### src/rtl/smoke_sched_pkg.sv
package smoke_sched_pkg;

  typedef enum logic [2:0] {
    M_STBY,
    M_ONE,
    M_TWO,
    M_ALARM,
    M_REMOTE,
    M_PB,
    M_PBHIT
  } smk_mode_t;

  function automatic int imax(input int a, input int b);
    return (a > b) ? a : b;
  endfunction

endpackage

### src/rtl/smoke_ladder.sv
module smoke_ladder
  import smoke_sched_pkg::*;
#(
  parameter int ALARM_CNT = 3,
  parameter int CLEAR_CNT = 1
) (
  input  logic      clk,
  input  logic      rst,
  input  logic      res_vld,
  input  logic      res_hit,
  input  logic      pb_test,
  input  logic      remote_in,
  output smk_mode_t mode,
  output logic      local_alarm,
  output logic      remote_only
);
  localparam int CW = $clog2(ALARM_CNT + 1);
  localparam int KW = $clog2(CLEAR_CNT + 1);

  logic [CW-1:0] hit_cnt;
  logic [KW-1:0] miss_cnt;
  logic [1:0]    pb_hits;
  logic          alarm_q;
  logic          remote_q;

  always_ff @(posedge clk) begin
    if (rst) begin
      hit_cnt  <= '0;
      miss_cnt <= '0;
      pb_hits  <= '0;
      alarm_q  <= 1'b0;
      remote_q <= 1'b0;
    end else begin
      remote_q <= remote_in && !alarm_q;
      if (!pb_test) pb_hits <= '0;
      if (res_vld) begin
        if (pb_test) begin
          if (res_hit && pb_hits != 2'd2) pb_hits <= pb_hits + 2'd1;
        end else if (alarm_q) begin
          if (res_hit) begin
            miss_cnt <= '0;
          end else if (miss_cnt == KW'(CLEAR_CNT - 1)) begin
            alarm_q  <= 1'b0;
            hit_cnt  <= '0;
            miss_cnt <= '0;
          end else begin
            miss_cnt <= miss_cnt + 1'b1;
          end
        end else if (res_hit) begin
          if (hit_cnt == CW'(ALARM_CNT - 1)) begin
            alarm_q  <= 1'b1;
            hit_cnt  <= '0;
            miss_cnt <= '0;
          end else begin
            hit_cnt <= hit_cnt + 1'b1;
          end
        end else begin
          hit_cnt <= '0;
        end
      end
    end
  end

  always_comb begin
    if (pb_test)             mode = (pb_hits == 2'd2) ? M_PBHIT : M_PB;
    else if (alarm_q)        mode = M_ALARM;
    else if (hit_cnt == 1)   mode = M_ONE;
    else if (hit_cnt != 0)   mode = M_TWO;
    else if (remote_in)      mode = M_REMOTE;
    else                     mode = M_STBY;
  end

  assign local_alarm = alarm_q;
  assign remote_only = remote_q;

  AST_ALARM_NEEDS_HIT: assert property (@(posedge clk) disable iff (rst)
    $rose(alarm_q) |-> $past(res_vld && res_hit && !pb_test));
  AST_TEST_KEEPS_ALARM: assert property (@(posedge clk) disable iff (rst)
    $past(pb_test) |-> $stable(alarm_q));
  AST_REMOTE_FLAG: assert property (@(posedge clk) disable iff (rst)
    remote_q |-> $past(remote_in));

endmodule

### src/rtl/smoke_interval.sv
module smoke_interval
  import smoke_sched_pkg::*;
#(
  parameter int TW        = 10,
  parameter int P_STBY    = 1024,
  parameter int P_ONE     = 192,
  parameter int P_TWO     = 96,
  parameter int P_ALARM   = 96,
  parameter int P_PB_HIT  = 24,
  parameter int P_PB_MISS = 32,
  parameter int P_REMOTE  = 768
) (
  input  logic      clk,
  input  logic      rst,
  input  logic      tick,
  input  logic      res_vld,
  input  smk_mode_t mode,
  output logic      fire,
  output logic      sample_strobe
);
  logic [TW-1:0] tmr;
  logic [TW-1:0] per;
  logic          rl_q;
  smk_mode_t     mode_q;
  logic          strobe_q;
  logic          reload;

  always_comb begin
    case (mode)
      M_ONE:    per = TW'(P_ONE);
      M_TWO:    per = TW'(P_TWO);
      M_ALARM:  per = TW'(P_ALARM);
      M_REMOTE: per = TW'(P_REMOTE);
      M_PB:     per = TW'(P_PB_MISS);
      M_PBHIT:  per = TW'(P_PB_HIT);
      default:  per = TW'(P_STBY);
    endcase
  end

  assign reload = rl_q || (mode != mode_q);
  assign fire   = !reload && tick && (tmr <= TW'(1));

  always_ff @(posedge clk) begin
    if (rst) begin
      tmr      <= TW'(P_STBY);
      rl_q     <= 1'b0;
      mode_q   <= M_STBY;
      strobe_q <= 1'b0;
    end else begin
      rl_q     <= res_vld;
      mode_q   <= mode;
      strobe_q <= fire;
      if (reload || fire) tmr <= per;
      else if (tick)      tmr <= tmr - 1'b1;
    end
  end

  assign sample_strobe = strobe_q;

  AST_STROBE_AFTER_TICK: assert property (@(posedge clk) disable iff (rst)
    strobe_q |-> $past(tick));

endmodule

### src/rtl/smoke_slot_checks.sv
module smoke_slot_checks
  import smoke_sched_pkg::*;
#(
  parameter int BATT_EVERY = 8,
  parameter int CHAM_EVERY = 4
) (
  input  logic      clk,
  input  logic      rst,
  input  logic      fire,
  input  smk_mode_t mode,
  input  logic      sample_strobe,
  output logic      batt_chk,
  output logic      cham_chk
);
  localparam int BW = $clog2(BATT_EVERY + 1);
  localparam int HW = $clog2(CHAM_EVERY + 1);

  logic [BW-1:0] bslot;
  logic [HW-1:0] cslot;
  logic          batt_q, cham_q;
  logic          stby_fire;

  assign stby_fire = fire && (mode == M_STBY);

  always_ff @(posedge clk) begin
    if (rst) begin
      bslot  <= '0;
      cslot  <= '0;
      batt_q <= 1'b0;
      cham_q <= 1'b0;
    end else begin
      batt_q <= stby_fire && (bslot == BW'(BATT_EVERY - 1));
      cham_q <= stby_fire && (cslot == HW'(CHAM_EVERY - 1));
      if (stby_fire) begin
        bslot <= (bslot == BW'(BATT_EVERY - 1)) ? '0 : bslot + 1'b1;
        cslot <= (cslot == HW'(CHAM_EVERY - 1)) ? '0 : cslot + 1'b1;
      end
    end
  end

  assign batt_chk = batt_q;
  assign cham_chk = cham_q;

  AST_CHK_WITH_STROBE: assert property (@(posedge clk) disable iff (rst)
    (batt_q || cham_q) |-> sample_strobe);
  AST_CHK_ONLY_STBY: assert property (@(posedge clk) disable iff (rst)
    (batt_q || cham_q) |-> $past(mode == M_STBY));

endmodule

### src/rtl/smoke_sample_sched.sv
module smoke_sample_sched
  import smoke_sched_pkg::*;
#(
  parameter int P_STBY     = 1024,
  parameter int P_ONE      = 192,
  parameter int P_TWO      = 96,
  parameter int P_ALARM    = 96,
  parameter int P_PB_HIT   = 24,
  parameter int P_PB_MISS  = 32,
  parameter int P_REMOTE   = 768,
  parameter int ALARM_CNT  = 3,
  parameter int CLEAR_CNT  = 1,
  parameter int BATT_EVERY = 8,
  parameter int CHAM_EVERY = 4
) (
  input  logic clk,
  input  logic rst,
  input  logic tick,
  input  logic res_vld,
  input  logic res_hit,
  input  logic pb_test,
  input  logic remote_in,
  output logic sample_strobe,
  output logic batt_chk,
  output logic cham_chk,
  output logic local_alarm,
  output logic remote_only
);
  localparam int P_MAX = imax(imax(imax(P_STBY, P_ONE), imax(P_TWO, P_ALARM)),
                              imax(imax(P_PB_HIT, P_PB_MISS), P_REMOTE));
  localparam int TW = $clog2(P_MAX + 1);

  smk_mode_t mode;
  logic      fire;

  smoke_ladder #(.ALARM_CNT(ALARM_CNT), .CLEAR_CNT(CLEAR_CNT)) u_ladder (
    .clk(clk), .rst(rst), .res_vld(res_vld), .res_hit(res_hit),
    .pb_test(pb_test), .remote_in(remote_in), .mode(mode),
    .local_alarm(local_alarm), .remote_only(remote_only)
  );

  smoke_interval #(
    .TW(TW), .P_STBY(P_STBY), .P_ONE(P_ONE), .P_TWO(P_TWO), .P_ALARM(P_ALARM),
    .P_PB_HIT(P_PB_HIT), .P_PB_MISS(P_PB_MISS), .P_REMOTE(P_REMOTE)
  ) u_interval (
    .clk(clk), .rst(rst), .tick(tick), .res_vld(res_vld), .mode(mode),
    .fire(fire), .sample_strobe(sample_strobe)
  );

  smoke_slot_checks #(.BATT_EVERY(BATT_EVERY), .CHAM_EVERY(CHAM_EVERY)) u_checks (
    .clk(clk), .rst(rst), .fire(fire), .mode(mode),
    .sample_strobe(sample_strobe), .batt_chk(batt_chk), .cham_chk(cham_chk)
  );

endmodule

### config.mk
export PLATFORM = sky130hd
export DESIGN_NAME = smoke_sample_sched
export DESIGN_NICKNAME = d
export VERILOG_FILES = /design/src/rtl/smoke_sched_pkg.sv /design/src/rtl/smoke_ladder.sv /design/src/rtl/smoke_interval.sv /design/src/rtl/smoke_slot_checks.sv /design/src/rtl/smoke_sample_sched.sv
export SDC_FILE = /design/constraint.sdc
export NUM_CORES = 1
export LEC_CHECK = 0
export CAP_MARGIN = 40
export CORE_ASPECT_RATIO = 0.7
export CORE_MARGIN = 2
export CORE_UTILIZATION = 25
export CTS_BUF_LIST = sky130_fd_sc_hd__clkbuf_2
export CTS_CLUSTER_DIAMETER = 200
export DETAILED_ROUTE_END_ITERATION = 12
export GPL_TIMING_DRIVEN = 0
export HOLD_SLACK_MARGIN = 0.15
export RECOVER_POWER = 25
export SYNTH_ARGS = -nofsm -noshare
export SYNTH_HDL_FRONTEND = slang
export SYNTH_SLANG_ARGS = --single-unit
### constraint.sdc
create_clock -name clk -period 3.1 [get_ports clk]
set_input_delay 0.62 -clock clk [delete_from_list [all_inputs] [get_ports clk]]
set_output_delay 0.62 -clock clk [all_outputs]
set_load 0.01 [all_outputs]
After elaboration in Yosys (flattened, before gate mapping)
Index checks and enable logic that the tools add are counted.

Add/sub/neg operators: 6. $lt $le $gt $ge: 1. Equal/unequal tests: 15. Mux-type cells: 30. Bitwise logic cells: 1. Reduce and logical (&&, ||, !) cells: 20.

Operator list (count): one-hot mux 11 bit (5 select lines) (1); two-way mux 11 bit (2); two-way mux 2 bit (10); two-way mux 3 bit (6); less-or-equal comparator 11 x 1 -> 1 bit, second input constant (1); subtractor 11 x 1 -> 11 bit, second input constant (1); two-way mux 1 bit (10); equality test 3 x 2 -> 1 bit, second input constant (3); equality test 3 bit, second input constant (3); AND reduction 4 bit (2); nonzero test 2 bit (4); logical AND 1 bit (7); inequality test 2 bit, second input constant (3); adder 2 x 1 -> 2 bit, second input constant (2); adder 4 x 1 -> 4 bit, second input constant (1); equality test 2 bit, second input constant (2); equality test 4 x 3 -> 1 bit, second input constant (1); two-way mux 4 bit (1); adder 3 x 1 -> 3 bit, second input constant (1); equality test 3 x 1 -> 1 bit, second input constant (1); logical NOT 3 bit (1); inequality test 3 bit (1); equality test 2 x 1 -> 1 bit, second input constant (1); logical NOT 1 bit (2); 5 further kinds (6).

Register bits after elaboration: 32. Output and inout bits: 5. Logic and storage cells: 86.

Depth between registers and ports, before layout
Gate-level depths: netlist of the first run.

Depth in word-level cells: 12. Mapped depth: 9. Mapped depth without buffers: 8.

Cells and area by module
A second synthesis of the first run with hierarchy kept.

Cell total of the unflattened synthesis: 194. Area, all modules: 1667.8 um^2.

Modules (own cells, without submodules): smoke_interval (instances 1, cells an instance 117, area an instance 987.2 um^2); smoke_slot_checks (instances 1, cells an instance 41, area an instance 369.1 um^2); smoke_ladder (instances 1, cells an instance 36, area an instance 311.5 um^2).

Worst setup path after synthesis of the first run
Ideal clock, no wire load.

Kind: input-to-reg. Start point: input pb_test. End point: register u_interval.tmr[10]. Library setup time: 120 ps. Data arrival time: 2203 ps. Slack: 777 ps. Stages on the path: 8. Path buffers: 2. Path through: buf_2 > nor3_2 > o31ai_1 > and2b_1 > and3_1 > buf_2 > mux2_1 > a211o_1.

Longest elaborated chain between the ends: 8.

Ends and longest elaborated chain: from (decl) (line smoke_sample_sched.sv:21) `input logic pb_test,`; two-way mux 3 bit * (line smoke_ladder.sv:65) `if (pb_test) mode = (pb_hits == 2'd2) ? M_PBHIT : M_PB;`; branches (longest 7 deep; another with one-hot mux 11 bit (5 select lines)); to (signal assigned) (line smoke_interval.sv:45) `tmr <= TW'(P_STBY);`; to (signal assigned) (line smoke_interval.sv:53) `if (reload || fire) tmr <= per;`; to (signal assigned) (line smoke_interval.sv:54) `else if (tick) tmr <= tmr - 1'b1;`; to (decl) (line smoke_interval.sv:21) `logic [TW-1:0] tmr;`.

Mark *: on every way between the ends. A chain may end at the register's enable or synchronous reset.

Worst setup path in the final report of the first run
Start point: input tick. End point: register u_checks.bslot[3].

Longest elaborated chain between the ends: 3.

Ends and longest elaborated chain: from (decl) (line smoke_sample_sched.sv:18) `input logic tick,`; logical AND 1 bit (2 in a row) (line smoke_interval.sv:41) `assign fire = !reload && tick && (tmr <= TW'(1));`; logical AND 1 bit (line smoke_slot_checks.sv:23) `assign stby_fire = fire && (mode == M_STBY);`; to (signal assigned) (line smoke_slot_checks.sv:35) `bslot <= (bslot == BW'(BATT_EVERY - 1)) ? '0 : bslot + 1'b1;`; to (decl) (line smoke_slot_checks.sv:18) `logic [BW-1:0] bslot;`.

No other way between the ends.

==> flow_metrics.py, run 1 <==
metrics = {
    "cells_and_area": {
        "nFillCells": 707,
        "drive_gt1_share_pct": 13.30,
        "seq_area_um2": 620.6,
        "syn2layout_area_growth_pct": 13.68,
        "nNetsFinal": 214,
        "multi_input_area_um2": 965.9,
        "final_area_mm2": 0.001872,
        "antennaDiodeCount": 0,
    },
    "sta": {
        "finalHoldViolations": 0,
        "setup_viol_count_final": 0,
        "clock-skew-final_ns": 0.03663,
        "hold_slack_ns": 0.4538,
        "report.final.slew_viol_count": 0,
        "timing.fmax_mhz": 396.6,
        "post-route-period-util_pct": 81.34,
        "fin_tns_setup_ns": 0,
        "worst_slack_ns": 0.5785,
        "tightest_slew_ns": 0.5417,
        "grt_setup_unrepaired": "no",
        "max_slew_margin_pct": 63.89,
        "min_period_ns": 2.521,
    },
    "worst_setup_path": {
        "setup.worst_path.class": "primary input to register",
        "crit_fanout": 10,
        "cp-end-kind": "register",
        "r2r-start": "u_ladder.pb_hits[0]$_SDFF_PP0_",
        "crit_chain": "clkdlybuf4s50_1, nor4b_4, o2111a_4, and2_4, nand4_4, or4_1, a21oi_1",
        "cp_data_required_time_ns": 3.40,
        "critPathLaunch": "tick",
        "crit_arrival_ns": 2.83,
        "crit_path_max_incr_delay_ns": 0.52,
        "cp_slowest_cell": "clkdlybuf4s50_1",
        "cp-start-kind": "primary input",
    },
    "drt": {
        "routed-via-count": 1377,
        "post-route-drc-count": 0,
        "wl_per_cell_um": 13.16,
        "antenna_left": 0,
        "drt_wl_total_um": 3699,
        "initialDrtViolationCount": 73,
        "via_per_inst": 4.900,
        "drt-pass1-iter-count": 4,
    },
    "flow_run": {
        "timing.max_cap.violations": 0,
    },
    "placement": {
        "gp_congestion": 0.7846,
        "numPortBuffers": 9,
        "hpwlAfterDp_um": 2795,
        "place_area_mm2": 0.001834,
        "post-place-ws_ns": 0.1856,
    },
    "global_route": {
        "antenna_found_initial": 0,
        "grt_pass1_vias": 1320,
        "overflow": 0,
        "grt_max_degree": 11,
        "grt_pass1_wl_um": 6320,
        "grt_usage_pct": 11.28,
    },
    "power_and_ir_drop": {
        "pwr-share-clk_pct": 25.6,
        "powerDensity_mw_per_mm2": 411.2,
        "power_frac_seq_pct": 55.7,
        "leakage_nw": 0.6731,
        "swShare_pct": 31.10,
        "p_int_mw": 0.5303,
        "power_mw": 0.7697,
        "ir_drop_mv": 0.1453,
        "p_sw_mw": 0.2394,
        "p_comb_share_pct": 18.7,
    },
    "synthesis": {
        "synthFlopType": "dfxtp_1",
        "syn_avg_cell_area_um2": 8.853,
        "ys_seq_area_share_pct": 37.69,
        "synth.net_count": 198,
        "synthTopCellsByCount": "31 x dfxtp_1, 22 x nand2_1, 18 x nor2_1",
        "synth_edf_count": 0,
        "yosysUniqueCellTypes": 55,
        "synthesis.area_mm2": 0.001647,
        "synth.area.top_cells": "dfxtp_1 38%, nand2_1 5.0%, nor2_1 4.1%, ha_1 3.8%, a21oi_1 3.6%",
        "ys_ff_latch": 31,
        "netlist.area_leader.share_pct": 37.69,
        "ys_warn_count": 0,
        "postSynth.asyncResetShare_pct": 0,
        "post-synth-top-area-cell": "dfxtp_1",
        "syn_inst": 186,
        "yosysMostFrequentCell": "dfxtp_1",
    },
    "floorplanning": {
        "fp.dieW_um": 101,
        "fp.dieH_um": 71.90,
        "ios": 12,
        "std_cell_rows": 24,
        "start_util_pct": 26.11,
        "fp.coreArea_mm2": 0.006306,
        "die_area_mm2": 0.007262,
    },
    "cts": {
        "cts_tree": "done",
        "postCtsHoldBufs": 0,
        "post_cts_resized": 0,
        "cts.sinks": 31,
        "cts_made_buffers": 5,
        "path_clk_slew_ns": 0.17,
        "cts-htree-levels": 2,
        "postCtsSetupBuffers": 0,
        "clk_latency_ns": 0.38,
        "cts_root_buffer": "clkbuf_2",
        "cts_buffer_depth": 2,
    },
    "worst_hold_path": {
        "worstHoldStart": "u_checks.cslot[2]$_SDFFE_PP0P_",
        "hp-class": "register to register",
    },
    "status": {
        "outcome": "finished, final reports clean",
    },
}
-- power groups by stage --
stage / sequential (mW) / clock (mW) / combinational, mW
after floorplan: 0.434 / 0 / 0.109
after detailed placement: 0.437 / 0 / 0.143
after global placement: 0.436 / 0 / 0.141
after global routing: 0.432 / 0.228 / 0.161
final: 0.429 / 0.197 / 0.144
after CTS: 0.429 / 0.207 / 0.144
-- worst max-delay path: cells and delay by family --
kind	cells	cell delay (ns)
buffers and inverters	1	0.52
and+or+nand+nor	4	1.18
AOI/OAI and AO/OA	2	0.49
-- registers in the layout (all words and copies together), names as in the netlist --
| name | flops |
|---|---|
| u_interval.sample_strobe | 1 |
| u_interval.mode_q | 3 |
| u_interval.tmr | 11 |
| u_checks.cslot | 3 |
| u_ladder.local_alarm | 1 |
| u_checks.batt_chk | 1 |
| u_ladder.hit_cnt | 2 |
| u_checks.bslot | 4 |
| u_ladder.pb_hits | 2 |
| u_ladder.remote_only | 1 |
| u_interval.rl_q | 1 |
| u_checks.cham_chk | 1 |
-- kinds of logic after synthesis --
group           after synthesis  synth area share, %
compound gates               40                16.64
xor+xnor                      5                4.940
fa+ha+maj                     5                3.799
buf+inv                      15                3.647
flops                        31                37.69
mux                           4                2.659
simple gates                 86                30.62
-- layout by cell type, fill, tap and decap left out, drive strengths merged, types with 4 or more instances in the layout --
cell type and n:
a211oi 4, inv 8, dfxtp 31, nor3 11, ha 5, a21oi 13
clkbuf 10, or3 4, nor2 18, clkdlybuf4s50 8, o21ai 8, nand2 22
nand4 4, nor2b 6
-- worst paths after layout --
check | end | slack (ns) | depth (start not counted)
min | u_checks.cslot[2]$_SDFFE_PP0P_ | 0.45 | 2
max | u_checks.bslot[3]$_SDFFE_PP0P_ | 0.58 | 7
min reg2reg | u_checks.cslot[2]$_SDFFE_PP0P_ | 0.45 | 2
max reg2reg | u_interval.tmr[10]$_SDFFE_PP1P_ | 0.87 | 9
-- per-layer routing --
layer / up-vias / GRT usage [%] / share of wire, %
li1: 704 / - / -
met1: 641 / 16.64 / 55
met2: 27 / 15.04 / 39
met3: 5 / 3.950 / 5.5
met4: 0 / 4.054 / 0.89
met5: - / 0 / 0
-- area by class of cell --
type | count | share of cell area, %
Multi-Input combinational cell | 140 | 51.60
Sequential cell | 31 | 33.15
Tap cell | 78 | 5.214
Timing Repair Buffer | 9 | 4.813
Clock buffer | 6 | 1.604
Buffer | 7 | 1.604
Inverter | 8 | 1.604
Clock inverter | 2 | 0.4011
-- per-stage QoR --
stage	utilization, %	cells
6_report	29.68	281
5_1_grt	29.68	281
4_1_cts	29.68	281
3_5_place_dp	29.09	273
3_3_place_gp	29.09	273
2_1_floorplan	-	186
No activity file was read; power rests on OpenSTA's default activity.
==> run 2: changes to the inputs <==
clock period = 2.5 ns   (was 3.1 ns; I/O delays follow)
==> run 2 against run 1 <==
  * Combinational power increased by 24%
  * Hold slack about the same
  * Global-route usage unchanged
  * Routed wire length increased by 0.62%
  * Sequential power increased by 24%
  * Power increased by 24%
  * Die area unchanged
  * Non-clock buffer count unchanged
  * Critical path depth unchanged
  * Utilization decreased by 0.060 points
  * Clock power increased by 24%
  * Largest power group unchanged
  * Via count increased by 1.2%
==> flow_metrics.py, run 2 (synthesis results as in run 1) <==
metrics = {
    "sta": {
        "worst_slack_ns": 0.1070,
        "min_period_ns": 2.393,
        "finalHoldViolations": 0,
        "clock-skew-final_ns": 0.03630,
        "hold_slack_ns": 0.4541,
        "max_slew_margin_pct": 63.87,
        "tightest_slew_ns": 0.5415,
        "setup_viol_count_final": 0,
        "timing.fmax_mhz": 417.9,
        "report.final.slew_viol_count": 0,
        "post-route-period-util_pct": 95.72,
        "grt_setup_unrepaired": "no",
        "fin_tns_setup_ns": 0,
    },
    "floorplanning": {
        "ios": 12,
        "start_util_pct": 26.11,
        "fp.dieH_um": 71.90,
        "std_cell_rows": 24,
        "fp.dieW_um": 101,
        "fp.coreArea_mm2": 0.006306,
        "die_area_mm2": 0.007262,
    },
    "power_and_ir_drop": {
        "power_mw": 0.9535,
        "leakage_nw": 0.6730,
        "ir_drop_mv": 0.1794,
        "powerDensity_mw_per_mm2": 510.4,
    },
    "cells_and_area": {
        "top_regs": "u_interval.tmr: 11 flops, u_checks.bslot: 4 flops",
        "nNetsFinal": 214,
        "mostFrequentLayoutCell": "dfxtp_1",
        "syn2layout_area_growth_pct": 13.45,
        "drive_gt1_share_pct": 12.81,
        "final_area_mm2": 0.001868,
        "layout_common_cells": "31 x dfxtp_1, 22 x nand2_1, 18 x nor2_1",
        "utilization_pct": 29.62,
        "largest_reg_flops": 11,
        "antennaDiodeCount": 0,
        "fin_cells": 281,
        "largest_register": "u_interval.tmr",
    },
    "drt": {
        "drt_wl_total_um": 3722,
        "routed-via-count": 1393,
        "drt-pass1-iter-count": 4,
        "initialDrtViolationCount": 67,
        "antenna_left": 0,
        "wl_per_cell_um": 13.25,
        "via_per_inst": 4.957,
        "post-route-drc-count": 0,
    },
    "worst_setup_path": {
        "cp-start-kind": "primary input",
        "path_buf_inv": 1,
        "setup.worst_path.class": "primary input to register",
        "cp-end-kind": "register",
        "cp_slowest_cell": "clkdlybuf4s50_1",
        "reg2reg_to": "u_interval.tmr[10]$_SDFFE_PP1P_",
        "r2r_slack_ns": 0.20,
        "crit_fanout": 10,
        "reg2regPathDepth": 8,
        "crit_chain": "clkdlybuf4s50_1, nor4b_4, o2111a_4, and2_4, nand4_4, or4_1, a21oi_1",
        "cp_data_required_time_ns": 2.81,
        "crit_arrival_ns": 2.70,
        "r2r-start": "u_ladder.local_alarm$_SDFFE_PP0P_",
        "crit_path_max_incr_delay_ns": 0.52,
        "path_delay_family": "simple AND/OR/NAND/NOR gates",
    },
    "cts": {
        "cts-htree-levels": 2,
        "post_cts_resized": 0,
        "path_clk_slew_ns": 0.17,
        "cts_buffer_depth": 2,
        "cts.sinks": 31,
        "clk_latency_ns": 0.38,
        "cts_made_buffers": 5,
        "cts_root_buffer": "clkbuf_2",
        "postCtsHoldBufs": 0,
        "cts_tree": "done",
        "postCtsSetupBuffers": 0,
    },
    "worst_hold_path": {
        "worstHoldEndpoint": "u_checks.cslot[2]$_SDFFE_PP0P_",
        "hp-class": "register to register",
        "worstHoldStart": "u_checks.cslot[2]$_SDFFE_PP0P_",
        "holdPathStages": 2,
    },
    "global_route": {
        "grt_pass1_wl_um": 6320,
        "grt_max_degree": 11,
        "antenna_found_initial": 0,
        "grt_usage_pct": 11.28,
        "grt_pass1_vias": 1320,
        "overflow": 0,
    },
    "placement": {
        "post-place-ws_ns": -0.2944,
        "hpwlAfterDp_um": 2795,
        "place_area_mm2": 0.001834,
        "dp.cells": 273,
        "gp_congestion": 0.7846,
        "numPortBuffers": 9,
    },
    "status": {
        "outcome": "finished, final reports clean",
    },
    "flow_run": {
        "timing.max_cap.violations": 0,
    },
}
==> run 2: cell counts in the layout (fill, tap and decap cells not counted) <==
Identical to the previous run, type by type.
==> run 2: worst max path at each step <==
stage                 start                         endpoint  cells past startpoint
floorplan           pb_test  u_interval.tmr[10]$_SDFFE_PP1P_                      8
global placement       tick   u_checks.bslot[3]$_SDFFE_PP0P_                      7
detailed placement     tick   u_checks.bslot[3]$_SDFFE_PP0P_                      7
CTS                    tick   u_checks.bslot[3]$_SDFFE_PP0P_                      7
global route           tick   u_checks.bslot[3]$_SDFFE_PP0P_                      7
finish                 tick   u_checks.bslot[3]$_SDFFE_PP0P_                      7
==> run 2: report_power, final <==
group	total, mW	switching, mW	leakage (nW)	internal (mW)
sequential	0.532	0.0208	0.253	0.511
clock	0.244	0.177	0.0281	0.0674
combinational	0.178	0.0985	0.392	0.0790
==> run 2: cell type report <==
type | count | area (um^2)
flip-flops and latches | 31 | 620.6
clock inverters | 2 | 7.507
well taps | 78 | 97.59
clock buffers | 6 | 30.03
plain buffers | 7 | 30.03
repair buffers | 9 | 90.09
inverters | 8 | 30.03
multi-input cells | 140 | 962.2
fillers | 707 | 4438
==> run 2: tightest hold or removal path, cell delays in order, from the launching register on <==
cell and delay [ns]:
dfxtp_1 0.33, inv_1 0.06, a211oi_1 0.04
==> run 2: per-layer routing <==
metal  track usage (%)  part of all wire, %  vias to the layer above
met1             16.64                   55                      658
met5                 0                    0                        -
met2             15.04                   40                       27
li1                  -                    -                      703
met4             4.054                 0.89                        0
met3             3.950                  4.6                        5
